File: config.mk
export PLATFORM = sky130hd
export DESIGN_NAME = trap_ctrl
export DESIGN_NICKNAME = d
export VERILOG_FILES = /design/src/rtl/trap_pkg.sv /design/src/rtl/trap_pick.sv /design/src/rtl/trap_select.sv /design/src/rtl/trap_csr_token.sv /design/src/rtl/trap_seq.sv /design/src/rtl/trap_ctrl.sv
export SDC_FILE = /design/constraint.sdc
export NUM_CORES = 1
export LEC_CHECK = 0
export BUFFER_PORTS_ARGS = -buffer_cell sky130_fd_sc_hd__buf_2
export CORE_AREA = 2 2 107 109
export CTS_CLUSTER_DIAMETER = 120
export DETAILED_ROUTE_END_ITERATION = 10
export DIE_AREA = 0 0 109 111
export HOLD_SLACK_MARGIN = 0.12
export PLACE_DENSITY = 0.74
export SYNTH_ARGS = -nofsm -noshare
export SYNTH_HDL_FRONTEND = slang
export SYNTH_SLANG_ARGS = --single-unit
File: constraint.sdc
create_clock -name clk_i -period 1.8 [get_ports clk_i]
set_clock_uncertainty 0.15 [all_clocks]
set_input_delay 0.27 -clock clk_i [delete_from_list [all_inputs] [get_ports clk_i]]
set_output_delay 0.27 -clock clk_i [all_outputs]
set_load 0.05 [all_outputs]
File: src/rtl/trap_pkg.sv
package trap_pkg;
  typedef enum logic [1:0] {
    ST_RUN   = 2'd0,
    ST_DRAIN = 2'd1,
    ST_REDIR = 2'd2
  } trap_state_e;

  // status register bit positions (fixed: neighbours decode them)
  localparam int unsigned STAT_IE    = 0;
  localparam int unsigned STAT_PIE   = 1;
  localparam int unsigned STAT_PPRIV = 2;
  localparam int unsigned STAT_W     = 3;

  localparam logic PRIV_USER = 1'b0;
  localparam logic PRIV_MACH = 1'b1;
endpackage

File: src/rtl/trap_pick.sv
// Lowest-index-first picker: unary in, at most one bit out.
module trap_pick #(
  parameter int unsigned WIDTH = 4
) (
  input  logic [WIDTH-1:0] req,
  output logic [WIDTH-1:0] gnt
);
  logic [WIDTH:0] seen;
  assign seen[0] = 1'b0;

  for (genvar i = 0; i < WIDTH; i++) begin : g_bit
    assign gnt[i]    = req[i] & ~seen[i];
    assign seen[i+1] = seen[i] | req[i];
  end
endmodule

File: src/rtl/trap_select.sv
// AND-OR mux of per-FU PC and code under a one-hot select.
module trap_select #(
  parameter int unsigned N_FU   = 4,
  parameter int unsigned XLEN   = 32,
  parameter int unsigned CODE_W = 4
) (
  input  logic [N_FU-1:0]        sel,
  input  logic [N_FU*XLEN-1:0]   pcs,
  input  logic [N_FU*CODE_W-1:0] codes,
  output logic [XLEN-1:0]        pc,
  output logic [CODE_W-1:0]      code
);
  always_comb begin
    pc   = '0;
    code = '0;
    for (int i = 0; i < N_FU; i++) begin
      pc   = pc   | (pcs[i*XLEN +: XLEN]       & {XLEN{sel[i]}});
      code = code | (codes[i*CODE_W +: CODE_W] & {CODE_W{sel[i]}});
    end
  end
endmodule

File: src/rtl/trap_csr_token.sv
// Single token covering the whole CSR space.
module trap_csr_token #(
  parameter int unsigned N_FU = 4
) (
  input  logic            clk,
  input  logic            rst_n,
  input  logic [N_FU-1:0] req,
  input  logic            abort,
  input  logic            hold_off,
  output logic [N_FU-1:0] owner
);
  logic [N_FU-1:0] pick_gnt;
  logic [N_FU-1:0] owner_n;
  logic            owner_en;

  trap_pick #(.WIDTH(N_FU)) u_pick (
    .req (req),
    .gnt (pick_gnt)
  );

  always_comb begin
    owner_n = owner;
    if (abort) begin
      owner_n = '0;
    end else if (|owner) begin
      if (~|(owner & req)) owner_n = '0;
    end else if (!hold_off) begin
      owner_n = pick_gnt;
    end
  end

  assign owner_en = (owner_n != owner);

  always_ff @(posedge clk or negedge rst_n) begin
    if (!rst_n) begin
      owner <= '0;
    end else if (owner_en) begin
      owner <= owner_n;
    end
  end
endmodule

File: src/rtl/trap_seq.sv
// Run / drain / redirect sequencer plus the trap register file.
module trap_seq
  import trap_pkg::*;
#(
  parameter int unsigned XLEN   = 32,
  parameter int unsigned CODE_W = 4
) (
  input  logic                clk,
  input  logic                rst_n,
  input  logic                event_any,
  input  logic [XLEN-1:0]     ev_pc,
  input  logic [CODE_W-1:0]   ev_code,
  input  logic                busy_any,
  input  logic                irq,
  input  logic [CODE_W-1:0]   irq_code,
  input  logic [XLEN-1:0]     resume_pc,
  input  logic                trap_ret,
  output trap_state_e         state,
  output logic                priv,
  output logic [STAT_W-1:0]   status,
  output logic [XLEN-1:0]     tpc,
  output logic [CODE_W:0]     tcause
);
  trap_state_e         state_n;
  logic                priv_n;
  logic [STAT_W-1:0]   status_n;
  logic [XLEN-1:0]     tpc_n;
  logic [CODE_W:0]     tcause_n;
  logic                bulk;
  logic                from_irq;
  logic                ret_take;
  logic                csr_en;

  always_comb begin
    state_n  = state;
    priv_n   = priv;
    status_n = status;
    tpc_n    = tpc;
    tcause_n = tcause;
    bulk     = 1'b0;
    from_irq = 1'b0;
    ret_take = 1'b0;

    case (state)
      ST_DRAIN: begin
        if (event_any) begin
          bulk = 1'b1;
        end else if (!busy_any) begin
          bulk     = 1'b1;
          from_irq = 1'b1;
        end
      end
      default: begin
        if (event_any) begin
          bulk = 1'b1;
        end else if (trap_ret) begin
          ret_take = 1'b1;
          state_n  = ST_RUN;
        end else if (irq && status[STAT_IE]) begin
          state_n = ST_DRAIN;
        end else begin
          state_n = ST_RUN;
        end
      end
    endcase

    if (ret_take) begin
      priv_n             = PRIV_USER;
      status_n[STAT_IE]  = 1'b1;
    end

    if (bulk) begin
      state_n              = ST_REDIR;
      priv_n               = PRIV_MACH;
      status_n[STAT_PPRIV] = priv;
      status_n[STAT_PIE]   = status[STAT_IE];
      status_n[STAT_IE]    = 1'b0;
      tpc_n                = from_irq ? resume_pc : ev_pc;
      tcause_n             = from_irq ? {1'b1, irq_code} : {1'b0, ev_code};
    end
  end

  assign csr_en = bulk | ret_take;

  always_ff @(posedge clk or negedge rst_n) begin
    if (!rst_n) begin
      state <= ST_RUN;
    end else begin
      state <= state_n;
    end
  end

  always_ff @(posedge clk or negedge rst_n) begin
    if (!rst_n) begin
      priv   <= PRIV_MACH;
      status <= '0;
    end else if (csr_en) begin
      priv   <= priv_n;
      status <= status_n;
    end
  end

  always_ff @(posedge clk or negedge rst_n) begin
    if (!rst_n) begin
      tpc    <= '0;
      tcause <= '0;
    end else if (bulk) begin
      tpc    <= tpc_n;
      tcause <= tcause_n;
    end
  end
endmodule

File: src/rtl/trap_ctrl.sv
module trap_ctrl
  import trap_pkg::*;
#(
  parameter int unsigned     N_FU         = 4,
  parameter int unsigned     XLEN         = 32,
  parameter int unsigned     CODE_W       = 4,
  parameter logic [XLEN-1:0] HANDLER_BASE = 32'h0000_0100
) (
  input  logic                     clk_i,
  input  logic                     rst_ni,
  input  logic [N_FU-1:0]          fu_event_i,
  input  logic [N_FU*XLEN-1:0]     fu_pc_i,
  input  logic [N_FU*CODE_W-1:0]   fu_code_i,
  input  logic [N_FU-1:0]          fu_busy_i,
  input  logic                     irq_i,
  input  logic [CODE_W-1:0]        irq_code_i,
  input  logic [XLEN-1:0]          resume_pc_i,
  input  logic                     trap_return_i,
  input  logic [N_FU-1:0]          csr_req_i,
  output logic                     issue_en_o,
  output logic                     abort_o,
  output logic                     redirect_valid_o,
  output logic [XLEN-1:0]          redirect_pc_o,
  output logic [STAT_W-1:0]        trap_status_o,
  output logic [XLEN-1:0]          trap_pc_o,
  output logic [CODE_W:0]          trap_cause_o,
  output logic                     priv_o,
  output logic [N_FU-1:0]          csr_grant_o
);
  localparam int unsigned VEC_SHIFT = 2;

  logic [1:0]          rst_sync;
  logic                rst_n;
  logic [N_FU-1:0]     ev_sel;
  logic [XLEN-1:0]     ev_pc;
  logic [CODE_W-1:0]   ev_code;
  trap_state_e         state;

  // asynchronous assert, synchronous release
  always_ff @(posedge clk_i or negedge rst_ni) begin
    if (!rst_ni) begin
      rst_sync <= 2'b00;
    end else begin
      rst_sync <= {rst_sync[0], 1'b1};
    end
  end
  assign rst_n = rst_sync[1];

  assign abort_o = |fu_event_i;

  trap_pick #(.WIDTH(N_FU)) u_ev_pick (
    .req (fu_event_i),
    .gnt (ev_sel)
  );

  trap_select #(.N_FU(N_FU), .XLEN(XLEN), .CODE_W(CODE_W)) u_ev_sel (
    .sel   (ev_sel),
    .pcs   (fu_pc_i),
    .codes (fu_code_i),
    .pc    (ev_pc),
    .code  (ev_code)
  );

  trap_seq #(.XLEN(XLEN), .CODE_W(CODE_W)) u_seq (
    .clk       (clk_i),
    .rst_n     (rst_n),
    .event_any (abort_o),
    .ev_pc     (ev_pc),
    .ev_code   (ev_code),
    .busy_any  (|fu_busy_i),
    .irq       (irq_i),
    .irq_code  (irq_code_i),
    .resume_pc (resume_pc_i),
    .trap_ret  (trap_return_i),
    .state     (state),
    .priv      (priv_o),
    .status    (trap_status_o),
    .tpc       (trap_pc_o),
    .tcause    (trap_cause_o)
  );

  trap_csr_token #(.N_FU(N_FU)) u_token (
    .clk      (clk_i),
    .rst_n    (rst_n),
    .req      (csr_req_i),
    .abort    (abort_o),
    .hold_off (state == ST_DRAIN),
    .owner    (csr_grant_o)
  );

  assign issue_en_o       = (state != ST_DRAIN) && !abort_o;
  assign redirect_valid_o = (state == ST_REDIR);

  always_comb begin
    if (trap_cause_o[CODE_W]) begin
      redirect_pc_o = HANDLER_BASE + (XLEN'(trap_cause_o[CODE_W-1:0]) << VEC_SHIFT);
    end else begin
      redirect_pc_o = HANDLER_BASE;
    end
  end
endmodule

# Word level (Yosys, flattened, before mapping)
# Cells that the tools add are included.
classes:
  eq_ne: 6
  mux: 25
  bitwise_logic: 32
  addsub: 1
  n_reduce_logical: 11
ops:
  columns: ["op", "n"]
  rows:
  - ["32-bit AND", 4]
  - ["32-bit OR", 3]
  - ["32-bit two-way mux", 2]
  - ["4-bit AND", 5]
  - ["4-bit two-way mux", 4]
  - ["4-bit OR reduction", 4]
  - ["1-bit two-way mux", 14]
  - ["4-bit OR", 3]
  - ["9-bit by 6-bit adder with 10-bit output, first input constant", 1]
  - ["2-bit two-way mux", 4]
  - ["1-bit AND", 6]
  - ["1-bit inverter", 6]
  - ["2-bit AND reduction", 3]
  - ["5-bit two-way mux", 1]
  - ["1-bit OR", 5]
  - ["2-bit by 1-bit inequality test with 1-bit output, second input constant", 2]
  - ["4-bit inequality test", 1]
  - ["2-bit by 1-bit equality test with 1-bit output, second input constant", 1]
  - ["2-bit equality test, second input constant", 1]
  - ["1-bit logical AND", 2]
  - ["2-bit inequality test, second input constant", 1]
  - ["2-bit nonzero test", 1]
  - ["1-bit logical NOT", 1]
word_totals:
  ff_bits: 49
  wordCells: 83
  out_inout_bits: 80

# Depth between registers and ports, before layout
# Gate-level depths: netlist (run 1).
depth:
  word_depth: 8
  mapped_depth: 6

# Modules after synthesis
# Synthesis (run 1) repeated with hierarchy kept, for this count alone.
unflattened:
  hier_cells: 327
  area_unflattened_um2: 3452.1
by_module_without_submodules:
  columns: ["mod", "n_inst", "cells_per_inst", "area_each_um2"]
  rows:
  - ["trap_seq", 1, 141, 1828.0]
  - ["trap_select", 1, 124, 1037.2]
  - ["trap_ctrl", 1, 41, 330.3]
  - ["trap_csr_token", 1, 13, 183.9]
  - ["trap_pick", 2, 4, 36.3]

# Worst setup path before layout (run 1)
# No wires, ideal clock.
synth_path:
  path_kind: "input to output"
  start: "input port fu_event_i[1]"
  end: "output port issue_en_o"
  path_slack_ns: -0.718
  path_stages: 5
  arrival_ns: 2.098
  cell_sequence: "buf_1 nor4_4 buf_2 inv_1 nor2_1"
synth_via:
  elab_chain_len: 3
synth_lines:
  columns: ["element", "line_no", "source"]
  rows:
  - ["start, declared", "trap_ctrl.sv:11", "input logic [N_FU-1:0] fu_event_i,"]
  - ["4-bit OR reduction", "trap_ctrl.sv:49", "assign abort_o = |fu_event_i;"]
  - ["via abort_o", "trap_ctrl.sv:21", "output logic abort_o,"]
  - ["1-bit logical NOT", "trap_ctrl.sv:91", "assign issue_en_o = (state != ST_DRAIN) && !abort_o;"]
  - ["1-bit logical AND", "trap_ctrl.sv:91", null]
  - ["end, declared", "trap_ctrl.sv:20", "output logic issue_en_o,"]
# The timed path passes the listed nets, and every way through them passes these cells.

# Worst setup path in the final report (run 1)
layout_path:
  start: "register u_seq.state[1]"
  end: "register u_seq.tpc[18]"
layout_via:
  elab_chain_len: 3
  elab_cells_between_ends: 4
  classes_between: "1 x eq/ne; 3 x mux"
layout_lines:
  columns: ["element", "line_no", "source"]
  rows:
  - ["start, declared", "trap_seq.sv:18", "output trap_state_e state,"]
  - ["start signal, assigned", "trap_seq.sv:89", "state <= state_n;"]
  - ["2-bit by 1-bit equality test with 1-bit output *", "trap_seq.sv:44", "case (state)"]
  - ["1-bit two-way mux", "trap_seq.sv:44", null]
  - ["32-bit two-way mux", "trap_seq.sv:78", "tpc_n = from_irq ? resume_pc : ev_pc;"]
  - ["end signal, assigned", "trap_seq.sv:108", "tpc <= tpc_n;"]
  - ["end, declared", "trap_seq.sv:21", "output logic [XLEN-1:0] tpc,"]
# Mark *: on every way between the ends. The rest lies on a longest branch, timed or not.
# A chain may end at the register's enable or synchronous reset.

==> metrics.md, run 1 <==
| Metric | Value |
|---|---|
| CP Class | flop to flop |
| Final worst slack | -0.0230 ns |
| Synth Instances | roughly 330 |
| Worst Path Max Fanout | 11 |
| Slew @ Worst Pin | roughly 0.83 ns |
| First-pass GRT wire length | between 15000 and 20000 um |
| Clock Path Buffers | 2 |
| Max-cap violations | 0 |
| Syn Area/Cell | around 10 um^2 |
| Finish-stage setup viols | 9 |
| Post-DP HPWL | 9540 um |
| Drt pass-1 iters | 5 |
| TritonCTS clock tree | done |
| Starting DRT DRC Count | 210 |
| DRC violations left | 0 |
| Initial core utilization | 0.296 |
| Nets@finish | just over 800 |
| Max IR drop VDD | around 0.43 mV |
| Worst hold path type | primary input to flop |
| CTS H-tree depth | 2 |
| Initial antenna violation count | 0 |
| Reg2Reg Depth | 5 |
| Post-route cell area | approximately 5300 um^2 |
| #FFs+latches synth | 49 |
| FF-to-FF End | u_seq.tpc[18]$_DFFE_PN0P_ |
| Worst setup path start | u_seq.state[1]$_DFFE_PN0P_ |
| CTS Buf Count | 5 |
| Synth warn | 0 |
| Area leader, netlist | dfrtp_1 |
| # port buffers | between 200 and 250 |
| CP Launch Type | flop |
| Placed Area | between 4000 and 5000 um^2 |
| Max Clk Rate | between 500 and 600 MHz |
| GRT Overall Usage | 0.200 |
| Vias in the first global route | 3969 |
| Kind of end point of the critical path | flop |
| Async S/R FF share, synth | 1.00 |
| R2R Setup Slk | -0.02 ns |
| Total routed wirelength | between 10000 and 15000 um |
| Hold_ws | around 0.13 ns |
| Hold Path End | u_token.owner[3]$_DFFE_PN0P_ |
| RSZ-0062 raised after global routing | true |
| Proportion of layout cells with a drive suffix above 1 | 0.523 |
| Count leader, synth | dfrtp_1 |
| Sink Count | between 40 and 50 |
| Die Span Y | 111 um |
| Sequential-to-total area share from yosys stat | 0.374 |
| Die width | around 110 um |
| Fin crit share | 1.01 |
| Headroom to the max-slew limit | 0.447 |
| Synth top area share | 0.366 |
| Core ar. | 11100 um^2 |
| WHS Path Cells | 3 |
| EDFF count, synth | 0 |
| Static leakage | 2.77 nW |
| Reg clk slew, reported paths | about 0.070 ns |
| Final hold vios | 0 |
| Status | complete, but fails checks |
| Antenna cell count | 0 |
| Via/cell ratio | just over 5 |
| Crit path time final | roughly 1.8 ns |
| Yosys cell types | 31 |
| Vias after detailed routing | 3847 |
| Arr. time, crit path | approximately 1.8 ns |
| Post-route ant nets | 0 |
| Post-Syn Area | ~3300 um^2 |
| Placer congestion estimate | ~0.94 |
| Main area contributors after synthesis | dfrtp_1, a221o_1, a22oi_1 |
| DIE AREA | 12100 um^2 |
| Gr ovfl total | 0 |
| Core Rows | 39 |
| Hold wc startpoint | csr_req_i[3] |
| PD cells | 669 nW/um^2 |
| Largest net degree at the start of global routing | 41 |
| RR Startpoint | u_seq.state[1]$_DFFE_PN0P_ |
| # IOs | roughly 280 |
| Final Util | 0.480 |
| Worst-Skew Late Latency | between 0.2 and 0.3 ns |
| Top FF cell, synth | dfrtp_1 |
| DR WL/cell | ~17 um |
| Max Slew Vio Count | 0 |
| Fill cells | between 1000 and 1500 |
| Top post-synthesis cells by count | dfrtp_1, nand2_1, a22oi_1, o21ai_0, a221o_1 |
| Violated checks | setup timing |
| CTS Root Cell | clkbuf_16 |
| Area delta synth->final | 61.9% |
| Crit path required time | 1.82 ns |
## repair_timing
action,in CTS,in global routing
pin swaps,0,0
resized for setup,1,11
setup buffers,0,1
endpoints found under the setup margin,8,32
endpoints found under the hold margin,57,0
cloned,0,2
hold buffers,41,0
## flip-flops by register name (all words and copies together) (netlist names)
register and flops:
u_seq.priv 1, u_token.owner 4, u_seq.tpc 32, u_seq.state 2
u_seq.tcause 5, rst_sync 2, u_seq.status 3
## worst max-delay path by stage
stage                                 to  slack (ns)  cells after the start
6_report       u_seq.tpc[18]$_DFFE_PN0P_       -0.02                      5
2_1_floorplan                 issue_en_o       -0.28                      5
3_3_place_gp    u_seq.tpc[5]$_DFFE_PN0P_       -0.16                      6
5_1_grt        u_seq.tpc[18]$_DFFE_PN0P_       -0.05                      5
4_1_cts                       issue_en_o       0.006                      6
3_5_place_dp    u_seq.tpc[8]$_DFFE_PN0P_       -0.21                      5
## power by group
| group | switching (mW) | internal [mW] | total [mW] |
|---|---|---|---|
| sequential | 0.0513 | 1.19 | 1.24 |
| clock | 0.422 | 0.658 | 1.08 |
| combinational | 0.759 | 0.480 | 1.24 |
## layer usage
layer / global-route usage / part of all wire
met1: 0.235 / 0.40
met2: 0.357 / 0.50
met3: 0.0341 / 0.074
met4: 0.0752 / 0.026
met5: 0 / 0
## kinds of logic (layout without fill, tap and decap cells)
group,after synthesis,in the layout,synth area share
buffers and inverters,57,318,0.108
multiplexers,38,38,0.149
AO/OA/AOI/OAI,119,119,0.267
other,2,29,0.00229
AND/OR/NAND/NOR,64,65,0.0991
flip-flops,49,49,0.374
## per-stage QoR
stage          power [mW]  std cells  worst slack, ns  setup TNS, ns
6_report             3.56        761          -0.0230        -0.0807
5_1_grt              3.71        761          -0.0497         -0.709
4_1_cts              3.56        758          0.00594              0
3_5_place_dp         2.41        709           -0.214          -5.76
3_3_place_gp         2.39        709           -0.157          -4.61
2_1_floorplan        2.04        356           -0.283          -1.38
## cells in the final DEF, fill, tap and decap left out, drive strengths merged
| cell | n |
|---|---|
| a21o | 1 |
| a21oi | 5 |
| a221o | 36 |
| a22oi | 38 |
| a32oi | 1 |
| and2 | 4 |
| buf | 266 |
| bufinv | 1 |
| clkbuf | 6 |
| clkinv | 1 |
| clkinvlp | 2 |
| conb | 29 |
| dfrtp | 48 |
| dfstp | 1 |
| dlygate4sd3 | 41 |
| inv | 1 |
| mux2 | 37 |
| mux2i | 1 |
| nand2 | 42 |
| nand2b | 1 |
| nand3 | 3 |
| nand3b | 2 |
| nand4b | 1 |
| nor2 | 4 |
| nor2b | 4 |
| nor4 | 3 |
| nor4b | 1 |
| o21ai | 38 |
## critical path, stage by stage (launching register included)
cell	delay [ns]
dfrtp_1	0.41
nor2b_2	0.21
nand2_4	0.12
clkbuf_16	0.21
mux2_4	0.31
a221o_1	0.30
## cell type report
type                            instances  area (um^2)  share of cell area
Tap cell                              143          179              0.0337
Sequential cell                        49         1230               0.231
Timing Repair Buffer                  308         1870               0.352
Clock buffer                            5          125              0.0236
Clock inverter                          3         46.3             0.00871
Inverter                                2         11.3             0.00212
Multi-Input combinational cell        251         1850               0.349
Power figures use the tool's default switching activity.
==> run 2: changes to the inputs <==
- PLACE_DENSITY: 0.74 -> 0.75
==> run 2 against run 1 <==
Against the previous run:
- flip-flop and latch count unchanged
- critical endpoint is now u_seq.tpc[15]$_DFFE_PN0P_
- register-to-register slack better by 0.04 ns
- cell area up 0.64%
- the flow now finishes without violations
- critical path type unchanged
==> metrics.md, run 2 (same netlist as run 1, synthesis figures left out) <==
| Metric | Value |
|---|---|
| Antenna cell count | 0 (unchanged) |
| Area occupied by multi-input gates | 1830 um^2 (-1.1%) |
| Fin crit share | 0.989 (-0.0237) |
| Finish-stage setup viols | 0 (-9) |
| Post-route cell area | 5350 um^2 (+0.64%) |
| Register bank with the most flops | u_seq.tpc |
| Worst-Skew Late Latency | 0.28 ns (about the same) |
| DIE AREA | 12100 um^2 (unchanged) |
| CP Launch Type | flop |
| Slew @ Worst Pin | 0.734 ns (-0.0931 ns) |
| Arr. time, crit path | 1.80 ns (-0.04 ns) |
| Critical path's slowest cell | dfrtp_1 |
| Gr ovfl total | 0 (unchanged) |
| Max Clk Rate | 562 MHz (+2.4%) |
| CTS Root Cell | clkbuf_16 |
| Worst path bufs/invs | 1 (unchanged) |
| DRC violations left | 0 (unchanged) |
| Vias after detailed routing | 3809 (-0.99%) |
| Hold_ws | 0.117 ns (-0.0133 ns) |
| Most common cell after layout, fill and taps aside | buf_2 |
| Largest net degree at the start of global routing | 44 (+7.3%) |
| R2R Setup Slk | 0.02 ns (+0.04 ns) |
| Drt pass-1 iters | 5 (unchanged) |
| Total routed wirelength | 12700 um (-2.7%) |
| Kind of end point of the critical path | flop |
| Register area | 1230 um^2 (unchanged) |
| Core Rows | 39 (unchanged) |
| Largest registers | u_seq.tpc: 32 flops, u_seq.tcause: 5 flops, u_token.owner: 4 flops |
| Cell internal pwr | 2.33 mW (+0.24%) |
| # IOs | 276 (unchanged) |
| Status | finished, final reports clean |
| Max-cap violations | 0 (unchanged) |
| Final Util | 0.483 (+0.00305) |
| Nets@finish | 818 (+0.62%) |
| CTS H-tree depth | 2 (unchanged) |
| TritonCTS clock tree | done |
| Register share of total power | 0.347 (about the same) |
| Max IR drop VDD | 0.404 mV (-6.5%) |
| Sink Count | 49 (unchanged) |
| Placer congestion estimate | 0.922 (-1.7%) |
| Die width | 109 um (unchanged) |
| Crit path required time | 1.82 ns (about the same) |
| Most frequent cells in the layout | buf_2, dfrtp_1, dlygate4sd3_1 |
| Design Power | 3.56 mW (+0.20%) |
| Crit path max-delay family | flip-flops |
| CTS Buf Count | 5 (unchanged) |
| Clock Path Buffers | 2 (unchanged) |
| Reg clk slew, reported paths | 0.07 ns (about the same) |
| Setup TNS | 0 ns (+0.0807 ns) |
| Headroom to the max-slew limit | 0.509 (+0.0623) |
| Fill cells | 1025 (-1.3%) |
| Crit path time final | 1.78 ns (-0.0426 ns) |
| Max Slew Vio Count | 0 (unchanged) |
| # port buffers | 247 (unchanged) |
| Worst hold path type | flop to asynchronous set/reset pin |
| Initial antenna violation count | 0 (unchanged) |
| Static leakage | 2.78 nW (+0.31%) |
| Largest register FFs | 32 (unchanged) |
| Via/cell ratio | 4.97 (-1.6%) |
| Sw Pwr | 1.23 mW (+0.13%) |
| Final hold vios | 0 (unchanged) |
| Post-route ant nets | 0 (unchanged) |
| Starting DRT DRC Count | 321 (+53%) |
| DR WL/cell | 16.5 um (-3.4%) |
| Post-DP HPWL | 9530 um (about the same) |
| Proportion of layout cells with a drive suffix above 1 | 0.525 (+0.00223) |
| Logic pwr share | 0.348 (about the same) |
| PD cells | 667 nW/um^2 (-0.43%) |
| Die Span Y | 111 um (unchanged) |
| Sw frac | 0.346 (about the same) |
| Initial core utilization | 0.296 (unchanged) |
| Area delta synth->final | 62.9% |
| Core ar. | 11100 um^2 (unchanged) |
| Cell-by-cell trace of the critical path | nor2b_4 > nand2_4 > clkbuf_16 > mux2_4 > a221o_1 |
| Vias in the first global route | 3971 (+0.050%) |
| CP Class | flop to flop |
| First-pass GRT wire length | 19100 um (+0.15%) |
| Placed Area | 4700 um^2 (+1.2%) |
| Critical path's largest stage delay | 0.43 ns (+0.02 ns) |
| Clock power frac | 0.305 (about the same) |
| Worst Path Max Fanout | 11 (unchanged) |
| GRT Overall Usage | 0.201 (+0.000364) |
run 2: path summary, 6_finish.rpt:
path | cells after the start | end | startpoint
max in group asynchronous | 1 | u_token.owner[3]$_DFFE_PN0P_ | rst_sync[1]$_DFF_PN0_
setup reg to reg | 5 | u_seq.tpc[15]$_DFFE_PN0P_ | u_seq.state[1]$_DFFE_PN0P_
min in group clk_i | 4 | u_seq.tpc[13]$_DFFE_PN0P_ | fu_pc_i[13]
setup / recovery | 5 | u_seq.tpc[15]$_DFFE_PN0P_ | u_seq.state[1]$_DFFE_PN0P_
hold reg to reg | 0 | u_seq.priv$_DFFE_PN1P_ | rst_sync[1]$_DFF_PN0_
hold / removal | 0 | u_seq.priv$_DFFE_PN1P_ | rst_sync[1]$_DFF_PN0_
run 2: stage by stage:
step | setup slack [ns] | cells
finish | 0.0195 | 766
global route | -0.00000389 | 766
CTS | 0.00242 | 765
detailed placement | -0.170 | 715
global placement | -0.154 | 715
floorplan | -0.283 | 356
run 2: power by group through the flow:
stage,logic [mW],clock network (mW),registers (mW)
final,1.24,1.09,1.24
after global routing,1.32,1.17,1.25
after CTS,1.24,1.12,1.23
after detailed placement,1.16,0,1.26
after global placement,1.14,0,1.26
after floorplan,0.491,0,1.55
run 2: metal layers:
| layer | global-route usage | wire (um) | up-vias |
|---|---|---|---|
| li1 | - | - | 1779 |
| met5 | 0 | 0 | - |
| met4 | 0.0598 | 229 | 0 |
| met1 | 0.236 | 4940 | 1800 |
| met3 | 0.0223 | 906 | 20 |
| met2 | 0.373 | 6600 | 210 |
run 2: cell type report:
cell class | instances | share of cell area
repair buffers | 314 | 0.360
multi-input cells | 250 | 0.343
flip-flops and latches | 49 | 0.230
well taps | 143 | 0.0335
clock buffers | 5 | 0.0234
clock inverters | 3 | 0.00866
inverters | 2 | 0.00211
run 2: worst reg2reg max path: cells and delay by family (launching register included):
family	cells	cell delay, ns
AO/OA/AOI/OAI	1	0.29
buffers and inverters	1	0.22
multiplexers	1	0.31
AND/OR/NAND/NOR	2	0.28
flip-flops	1	0.43
run 2: what timing repair did:
item / CTS / global route
setup buffers: 0 / 0
cloned: 0 / 1
endpoints found under the hold margin: 58 / 0
hold buffers: 42 / 0
resized for setup: 1 / 5
setup endpoints to repair: 14 / 34
==> run 3: changes to the inputs <==
- CORE_AREA: 2 2 107 109 -> 2 2 108 110
- DIE_AREA: 0 0 109 111 -> 0 0 110 112
- PLACE_DENSITY: 0.75 -> 0.74
==> run 3 against run 2 <==
Against the previous run:
- non-clock buffer count is 7 lower
- utilization is 1.3 points lower
- first-iteration DRC count down 26%
- final cell count is 0.78% lower
- register-to-register slack about the same
- combinational power about the same
- global-route usage decreased by 0.32 points
- fmax up 0.76%
- cell area is 1.8% lower
- highest routed layer unchanged
==> metrics.md, run 3 (same netlist as run 1, synthesis figures left out) <==
| Metric | Value |
|---|---|
| Wire length on met3 | 858 um (-5.3%) |
| Slew @ Worst Pin | 0.560 ns (-0.174 ns) |
| Worst path bufs/invs | 1 (unchanged) |
| Setup Buffers After CTS | 0 (unchanged) |
| Core ar. | 11200 um^2 (+0.88%) |
| Proportion of layout cells with a drive suffix above 1 | 0.519 (-0.00540) |
| Largest register FFs | 32 (unchanged) |
| Placed Area | 4690 um^2 (-0.37%) |
| Met2 Wirelength | 6580 um (-0.33%) |
| CTS H-tree depth | 2 (unchanged) |
| Initial antenna violation count | 1 (+1) |
| Critical path's slowest cell | dfrtp_1 |
| Finish-stage setup viols | 0 (unchanged) |
| R2R Setup Slk | 0.03 ns (about the same) |
| Largest registers | u_seq.tpc: 32 flops, u_seq.tcause: 5 flops, u_token.owner: 4 flops |
| Sink Count | 49 (unchanged) |
| CP Launch Type | flop |
| Worst hold path type | flop to asynchronous set/reset pin |
| DIE AREA | 12300 um^2 (+1.8%) |
| DR WL/cell | 16.5 um (-0.56%) |
| PD cells | 651 nW/um^2 (-2.3%) |
| Largest net degree at the start of global routing | 72 (+64%) |
| # IOs | 276 (unchanged) |
| Highest layer used for signal routing | met4 |
| Initial core utilization | 0.294 (-0.00259) |
| Starting DRT DRC Count | 239 (-26%) |
| Sw Pwr | 1.24 mW (+0.10%) |
| Placer congestion estimate | 0.905 (-1.9%) |
| Post-route ant nets | 0 (unchanged) |
| Register bank with the most flops | u_seq.tpc |
| Drt pass-1 iters | 5 (unchanged) |
| GRT Overall Usage | 0.197 (-0.00325) |
| Area delta synth->final | 60.0% |
| Worst-Skew Late Latency | 0.29 ns (about the same) |
| Critical path's largest stage delay | 0.38 ns (-0.05 ns) |
| Status | finished, final reports clean |
| Fill cells | 1053 (+2.7%) |
| Post-route cell area | 5250 um^2 (-1.8%) |
| RSZ-0062 raised after global routing | true |
| Final Util | 0.470 (-0.0126) |
| Core Rows | 39 (unchanged) |
| Arr. time, crit path | 1.79 ns (about the same) |
| First-pass GRT wire length | 18900 um (-0.98%) |
| Final hold vios | 0 (unchanged) |
| Worst Path Max Fanout | 22 (+11) |
| # port buffers | 247 (unchanged) |
| Via/cell ratio | 4.96 (-0.30%) |
| Nets@finish | 811 (-0.86%) |
| Sw frac | 0.361 (+0.0147) |
| Total routed wirelength | 12500 um (-1.3%) |
| Register share of total power | 0.364 (+0.017) |
| Most common cell after layout, fill and taps aside | buf_2 |
| Max-cap violations | 0 (unchanged) |
| Vias in the first global route | 3807 (-4.1%) |
| Headroom to the max-slew limit | 0.623 (+0.114) |
| Setup TNS | 0 ns (unchanged) |
| Die Span Y | 112 um (+0.90%) |
| Met1 WL | 4840 um (-2.1%) |
| Worst slack, placed | -0.177 ns (-0.00755 ns) |
| Logic pwr share | 0.358 (+0.010) |
| Final worst slack | 0.0330 ns (+0.0135 ns) |
| Cell internal pwr | 2.19 mW (-6.1%) |
| CTS Root Cell | clkbuf_16 |
| CP Class | flop to flop |
| Static leakage | 2.71 nW (-2.4%) |
| Clock power frac | 0.277 (-0.028) |
| RR Startpoint | u_seq.state[0]$_DFFE_PN0P_ |
| Kind of end point of the critical path | flop |
| Clock Path Buffers | 2 (unchanged) |
| Max IR drop VDD | 0.436 mV (+8.1%) |
| Die width | 110 um (+0.92%) |
| Max Slew Vio Count | 0 (unchanged) |
| Reg clk slew, reported paths | 0.07 ns (about the same) |
| DRC violations left | 0 (unchanged) |
| Cell-by-cell trace of the critical path | nor2b_1 > nand2_2 > buf_12 > mux2_2 > a221o_1 |
| FF-to-FF End | u_seq.tpc[23]$_DFFE_PN0P_ |
| Gr ovfl total | 0 (unchanged) |
| Post-DP HPWL | 9480 um (-0.54%) |
| Crit path required time | 1.82 ns (about the same) |
| Crit path max-delay family | flip-flops |
| TritonCTS clock tree | done |
| Vias after detailed routing | 3768 (-1.1%) |
| Max Clk Rate | 566 MHz (+0.76%) |
| Most frequent cells in the layout | buf_2, dfrtp_1, nand2_1, dlygate4sd3_1 |
| Crit path time final | 1.77 ns (-0.0135 ns) |
| CTS Buf Count | 5 (unchanged) |
| Fin crit share | 0.982 (-0.00748) |
| Reg2Reg Depth | 5 (unchanged) |
[run 3: final cells by class]
class | count | area (um^2) | share of cell area
antenna | 1 | 2.50 | 0.000476
clock buffer | 5 | 125 | 0.0238
clock inverter | 3 | 21.3 | 0.00405
inverter | 2 | 11.3 | 0.00214
multi-input combinational | 250 | 1810 | 0.345
sequential | 49 | 1230 | 0.234
tap | 143 | 179 | 0.0341
timing repair buffer | 307 | 1870 | 0.356
[run 3: how the worst max path moves through the flow]
stage                               startpoint                        end  slack (ns)  depth (start not counted)
CTS                 u_seq.state[0]$_DFFE_PN0P_  u_seq.tpc[27]$_DFFE_PN0P_        0.02                          5
global placement                  fu_busy_i[1]   u_seq.tpc[6]$_DFFE_PN0P_       -0.18                          6
detailed placement                fu_busy_i[1]   u_seq.tpc[4]$_DFFE_PN0P_       -0.18                          6
floorplan                        fu_event_i[0]                 issue_en_o       -0.28                          5
finish              u_seq.state[0]$_DFFE_PN0P_  u_seq.tpc[23]$_DFFE_PN0P_        0.03                          5
global route        u_seq.state[0]$_DFFE_PN0P_  u_seq.tpc[23]$_DFFE_PN0P_       -0.04                          5
[run 3: power groups by stage]
stage          combinational [mW]  sequential (mW)  clock [mW]
5_1_grt                      1.30             1.26        1.03
3_5_place_dp                 1.15             1.27           0
6_report                     1.23             1.25       0.950
3_3_place_gp                 1.13             1.26           0
4_1_cts                      1.23             1.24       0.986
2_1_floorplan               0.491             1.55           0
[run 3: per-stage QoR]
stage / hold WS [ns] / power, mW / cells
after floorplan: -0.176 / 2.04 / 356
after global placement: -0.0935 / 2.39 / 710
after detailed placement: -0.0911 / 2.42 / 710
after CTS: 0.124 / 3.46 / 760
after global routing: 0.134 / 3.59 / 760
final: 0.0763 / 3.42 / 760
[run 3: routing by layer]
layer	track usage	vias up
li1	-	1764
met1	0.236	1789
met2	0.360	199
met3	0.0252	16
met4	0.0616	0
met5	0	-
[run 3: timing repair]
item                                   CTS  global route
endpoints found under the hold margin   59             0
pin swaps                                0             0
hold buffers                            42             0
gates resized for setup                  1             1
setup endpoints to repair               13            53
[run 3: worst reg2reg max path: cells and delay by family, from the launching register on]
family,cells,cell delay (ns)
AO/OA/AOI/OAI,1,0.30
buffers and inverters,1,0.20
flip-flops,1,0.38
multiplexers,1,0.37
AND/OR/NAND/NOR,2,0.25
